### src/rtl/motor_hold_pkg.sv
package motor_hold_pkg;

  function automatic int unsigned max_ticks(int unsigned a, int unsigned b);
    return (a > b) ? a : b;
  endfunction

  // Hold-off length in cycles for the current clock-rate setting.
  function automatic int unsigned hold_limit(logic fast, int unsigned slow_t,
                                             int unsigned fast_t);
    return fast ? fast_t : slow_t;
  endfunction

endpackage

### src/rtl/motor_hold_timer.sv
module motor_hold_timer
  import motor_hold_pkg::*;
#(
  parameter int unsigned SLOW_TICKS = 7000000,
  parameter int unsigned FAST_TICKS = 8000000,
  parameter int CW = $clog2(max_ticks(SLOW_TICKS, FAST_TICKS) + 1)
) (
  input  logic          clk,
  input  logic          rst_n,
  input  logic          motor_on,
  input  logic          bypass,
  input  logic          clk_fast,
  output logic          hold_on,
  output logic          expire,
  output logic [CW-1:0] count
);

  logic [CW-1:0] last_cnt;

  assign last_cnt = CW'(hold_limit(clk_fast, SLOW_TICKS, FAST_TICKS) - 1);
  assign expire   = hold_on && !motor_on && !bypass && (count >= last_cnt);

  always_ff @(posedge clk) begin
    if (!rst_n) begin
      hold_on <= 1'b0;
      count   <= '0;
    end else if (motor_on) begin
      hold_on <= 1'b1;
      count   <= '0;
    end else if (hold_on) begin
      if (bypass || expire) begin
        hold_on <= 1'b0;
        count   <= '0;
      end else begin
        count <= count + 1'b1;
      end
    end
  end

endmodule

### src/rtl/motor_drive_decode.sv
module motor_drive_decode #(
  parameter int NUM_DRIVES = 2,
  parameter int SW = (NUM_DRIVES > 1) ? $clog2(NUM_DRIVES) : 1
) (
  input  logic                  clk,
  input  logic                  rst_n,
  input  logic                  motor_on,
  input  logic [SW-1:0]         drive_sel,
  input  logic                  hold_on,
  output logic [NUM_DRIVES-1:0] en_n
);

  logic [SW-1:0] sel_q;

  // The selection is latched only while the request is present,
  // so it is frozen for the duration of a hold-off.
  always_ff @(posedge clk) begin
    if (!rst_n)        sel_q <= '0;
    else if (motor_on) sel_q <= drive_sel;
  end

  for (genvar i = 0; i < NUM_DRIVES; i++) begin : g_en
    assign en_n[i] = !(hold_on && (sel_q == SW'(i)));
  end

endmodule

### src/rtl/motor_hold_ctrl.sv
module motor_hold_ctrl
  import motor_hold_pkg::*;
#(
  parameter int unsigned SLOW_TICKS = 7000000,
  parameter int unsigned FAST_TICKS = 8000000
) (
  input  logic clk,
  input  logic rst_n,
  input  logic motor_on,
  input  logic drive_sel,
  input  logic timer_bypass,
  input  logic clk_fast,
  output logic drv_a_en_n,
  output logic drv_b_en_n,
  output logic motor_active
);

  localparam int CW = $clog2(max_ticks(SLOW_TICKS, FAST_TICKS) + 1);

  logic          hold_on;
  logic          expire;
  logic [CW-1:0] count;
  logic [1:0]    en_n;

  motor_hold_timer #(
    .SLOW_TICKS(SLOW_TICKS),
    .FAST_TICKS(FAST_TICKS),
    .CW(CW)
  ) u_timer (
    .clk(clk),
    .rst_n(rst_n),
    .motor_on(motor_on),
    .bypass(timer_bypass),
    .clk_fast(clk_fast),
    .hold_on(hold_on),
    .expire(expire),
    .count(count)
  );

  motor_drive_decode #(
    .NUM_DRIVES(2)
  ) u_decode (
    .clk(clk),
    .rst_n(rst_n),
    .motor_on(motor_on),
    .drive_sel(drive_sel),
    .hold_on(hold_on),
    .en_n(en_n)
  );

  assign drv_a_en_n   = en_n[0];
  assign drv_b_en_n   = en_n[1];
  assign motor_active = !(&en_n);

endmodule

### config.mk
export PLATFORM = sky130hd
export DESIGN_NAME = motor_hold_ctrl
export DESIGN_NICKNAME = d
export VERILOG_FILES = /design/src/rtl/motor_hold_pkg.sv /design/src/rtl/motor_hold_timer.sv /design/src/rtl/motor_drive_decode.sv /design/src/rtl/motor_hold_ctrl.sv
export SDC_FILE = /design/constraint.sdc
export NUM_CORES = 1
export LEC_CHECK = 0
export BUFFER_PORTS_ARGS = -buffer_cell sky130_fd_sc_hd__buf_2
export CAP_MARGIN = 20
export CORE_ASPECT_RATIO = 0.75
export CORE_MARGIN = 2
export CORE_UTILIZATION = 30
export CTS_CLUSTER_SIZE = 25
export DETAILED_ROUTE_END_ITERATION = 10
export SLEW_MARGIN = 20
export SYNTH_ARGS = -nofsm -noshare
export SYNTH_HDL_FRONTEND = slang
export SYNTH_HIERARCHICAL = 1
export SYNTH_SLANG_ARGS = --single-unit
### constraint.sdc
create_clock -name clk -period 2.9 [get_ports clk]
set_input_delay 0.145 -clock clk [delete_from_list [all_inputs] [get_ports clk]]
set_output_delay 0.145 -clock clk [all_outputs]
set_load 0.01 [all_outputs]
Word level (Yosys, flattened, before mapping)
Index checks and enable logic that the tools add are counted.
{"block": "word_totals", "register_bits": 25, "latch_bits": 0, "ramBits": 0, "mem_bits_ro": 0, "out_inout_bits": 3, "word_cells": 26, "mem_count": 0}
{"block": "op_classes", "addsub": 2, "n_mul": 0, "div": 0, "order_cmp": 1, "eq_ne": 0, "n_shift": 0, "n_mux": 5, "bitwise_logic": 2, "n_reduce_logical": 13}
{"op": "adder 23 x 1 -> 23 bit (second input constant)", "count": 1}
{"op": "greater-or-equal comparator 23 bit", "count": 1}
{"op": "two-way mux 23 bit", "count": 1}
{"op": "subtractor 23 x 1 -> 23 bit (second input constant)", "count": 1}
{"op": "two-way mux 21 bit", "count": 1}
{"op": "logical AND 1 bit", "count": 5}
{"op": "logical NOT 1 bit", "count": 5}
{"op": "two-way mux 1 bit", "count": 3}
{"op": "inverter 1 bit", "count": 2}
{"op": "AND reduction 2 bit", "count": 1}
{"op": "OR reduction 2 bit", "count": 1}
{"op": "logical OR 1 bit", "count": 1}

Logic depth before layout (Yosys ltp)
{"block": "depth", "depth_word": 8, "depth_mapped": 9}

Hierarchy
The synthesis kept the hierarchy.
{"mod": "motor_hold_timer", "n_inst": 1, "cells_each": 204, "area_per_inst_um2": 1574.0}
{"mod": "motor_drive_decode", "n_inst": 1, "cells_each": 5, "area_per_inst_um2": 46.3}
{"mod": "motor_hold_ctrl", "n_inst": 1, "cells_each": 1, "area_per_inst_um2": 3.8}

Least setup slack after synthesis
No wires, ideal clock.
{"block": "synth_path", "kind": "reg-to-reg", "start": "register u_timer.count[12]", "end": "register u_timer.count[16]", "arrival_time_ns": 1.946, "slack_ns": 0.880, "stages_incl_launch_ff": 8, "cell_sequence": "dfxtp_1 ha_1 a211oi_2 nor4b_1 a211o_1 a21oi_4 or4b_1 a31oi_1"}
{"block": "synth_via", "elab_chain_len": 4, "elab_cells_between_ends": 5, "classes_between": "add/sub: 1; order compare: 1; mux: 1; reduce/logical: 2"}
{"element": "from (decl)", "line_no": "motor_hold_timer.sv:15", "text": "output logic [CW-1:0] count"}
{"element": "from (signal assigned)", "line_no": "motor_hold_timer.sv:35", "text": "count <= count + 1'b1;"}
{"element": "greater-or-equal comparator 23 bit", "line_no": "motor_hold_timer.sv:21", "text": "assign expire = hold_on && !motor_on && !bypass && (count >= last_cnt);"}
{"element": "logical AND 1 bit", "line_no": "motor_hold_timer.sv:21"}
{"element": "logical OR 1 bit", "line_no": "motor_hold_timer.sv:31", "text": "if (bypass || expire) begin"}
{"element": "two-way mux 23 bit (*)", "line_no": "motor_hold_timer.sv:31"}
Mark *: on every way between the ends. The rest lies on a longest branch, timed or not.
A chain may end at the register's enable or synchronous reset.

Final worst setup path
{"block": "layout_path", "start": "register u_timer.count[15]", "end": "register u_timer.count[16]"}
Same word-level chain as after synthesis.

==> flow_metrics.py <==
metrics = {
    "min_path": {
        "hold_depth": 3,
        "min_from": "drive_sel",
        "holdPathEnd": "u_decode/sel_q",
        "hold_class": "in -> reg",
    },
    "logic_synthesis": {
        "netlist_area_um2": 1618,
        "avgSynthCellArea_um2": 7.741,
        "syn_nets": 224,
        "ys_warn_count": 6,
        "syn-instance-count": 209,
    },
    "cts": {
        "cts_root_buffer": "clkbuf_8",
        "h-tree-depth": 1,
        "cts_tree": "built",
        "clk_pin_slew_ns": 0.09,
        "cts_buffers": 3,
        "post_cts.repair.setup_buffers": 0,
        "cts_resized": 0,
        "clockBufferDepth": 2,
        "hold_buffers": 0,
        "clkSinkCount": 25,
        "clk_latency_ns": 0.27,
    },
    "timing": {
        "drv_slew": 0,
        "tightest_slew_ns": 0.9335,
        "layout_setup_ws_ns": 0.5067,
        "max-slew-margin-rel_pct": 37.62,
        "finClkSkew_ns": 0.006584,
        "hold_viol": 0,
        "fmax_mhz": 417.8,
        "setup_tns_ns": 0,
        "finalCritPeriodShare_pct": 82.53,
        "finalCriticalPeriod_ns": 2.393,
        "holdWs_ns": 0.1374,
        "rsz0062_at_grt": "false",
        "setup_viol": 0,
    },
    "place": {
        "gp_congestion": 0.8262,
        "portBuffers": 8,
        "dp_hpwl_mm": 2.762,
        "dp_cells": 284,
        "place_ws_ns": 0.4749,
    },
    "grt": {
        "grt_pass1_wl_mm": 6.824,
        "grt_usage_pct": 14.70,
        "antenna_found_initial": 0,
        "grt_max_degree": 29,
        "grt_pass1_vias": 1393,
        "grt_overflow_total": 0,
    },
    "finish": {
        "seq_area_um2": 500.5,
        "num_antenna_cells": 0,
        "fin_cells": 288,
        "drive_gt1_share_pct": 8.451,
        "multi_input_area_um2": 1051,
        "fillers": 554,
        "area_growth_pct": 9.281,
        "fin_nets": 229,
        "fin_util_pct": 33.57,
    },
    "routing": {
        "wl_per_cell_um": 14.10,
        "drt_iter0_drc": 128,
        "ant_nets": 0,
        "wirelength_mm": 4.062,
        "num_vias": 1547,
        "post-route-drc-count": 0,
        "viasPerCell": 5.372,
        "drtPass1Iterations": 4,
    },
    "pwr": {
        "peakVddDrop_v": 0.0001939,
        "leakagePower_nw": 0.6283,
        "powerDensity_nw_per_um2": 348.3,
    },
    "floorplanning": {
        "core_area_um2": 5266,
        "die_x_um": 88.80,
        "die_y_um": 67.60,
        "num_rows": 23,
        "ios": 9,
        "start_util_pct": 30.72,
        "dieArea_um2": 6002,
    },
    "setup_path": {
        "r2r_slack_ns": 0.51,
        "critPathKind": "reg -> reg",
        "reg2regPathDepth": 7,
        "path_max_fanout": 13,
        "r2r-start": "u_timer/count[15]",
        "worstReg2RegEnd": "u_timer/count[16]",
        "critPathRequiredTime_ns": 3.09,
        "arrival_ns": 2.58,
        "critPathCaptureType": "flop",
        "cp-start-kind": "flop",
    },
    "status": {
        "outcome": "finished, final reports clean",
    },
    "flow_run": {
        "drv_cap": 0,
    },
}
[power breakdown]
part           switching [mW]  total (mW)  internal, mW
logic                  0.0406      0.0573        0.0167
registers             0.00142       0.346         0.345
clock network           0.114       0.212        0.0983
total                   0.156       0.616         0.460
[registers in the layout, summed over array words and instances (netlist names)]
name / flops
u_timer/count: 23
u_timer/hold_on: 1
u_decode/sel_q: 1
[worst max path at each step]
stage | start | end | depth (start not counted)
finish | u_timer/count[15] | u_timer/count[16] | 7
global route | u_timer/count[20] | u_timer/count[17] | 8
CTS | u_timer/count[12] | u_timer/count[16] | 7
detailed placement | clk_fast | u_timer/count[16] | 9
global placement | clk_fast | u_timer/count[16] | 9
floorplan | u_timer/count[12] | u_timer/count[16] | 7
[cell usage in the layout, fill, tap and decap left out, types with 3 or more instances in the layout]
cell type   n
nor4_1      9
and3_1     16
a21oi_1     5
o21ai_0    19
buf_2       8
xor2_1      5
ha_1        9
nand4b_1    3
clkbuf_8    3
nand3_1    14
and4_1      3
nand2_1    29
nor2_1     13
dfxtp_1    25
inv_1       3
buf_4       3
nand4_1     6
a31oi_1     5
[stage by stage]
stage	cell area (um^2)	power, mW
after floorplan	1618	0.3903
after global placement	1723	0.4109
after detailed placement	1723	0.4120
after CTS	1768	0.6255
after global routing	1768	0.6435
final	1768	0.6158
[routing by layer]
metal | global-route usage [%] | vias up | wire length, um
met2 | 21.83 | 29 | 1674
met3 | 2.934 | 2 | 202
met1 | 22.39 | 730 | 2172
met4 | 1.705 | 0 | 13
li1 | - | 786 | -
met5 | 0 | - | 0
[worst max-delay path: stages (launching register included)]
cell	delay, ns
dfxtp_1	0.46
ha_1	0.28
nand4bb_1	0.16
nor4b_1	0.08
a211o_1	0.34
a21oi_4	0.36
or4b_1	0.47
a31oi_1	0.16
[layout make-up]
| cell class | count | area share (%) |
|---|---|---|
| clock buffer | 4 | 2.548 |
| tap | 75 | 5.308 |
| timing repair buffer | 11 | 3.539 |
| inverter | 4 | 0.8493 |
| multi-input combinational | 169 | 59.45 |
| sequential | 25 | 28.31 |
No activity file was read; power rests on OpenSTA's default activity.
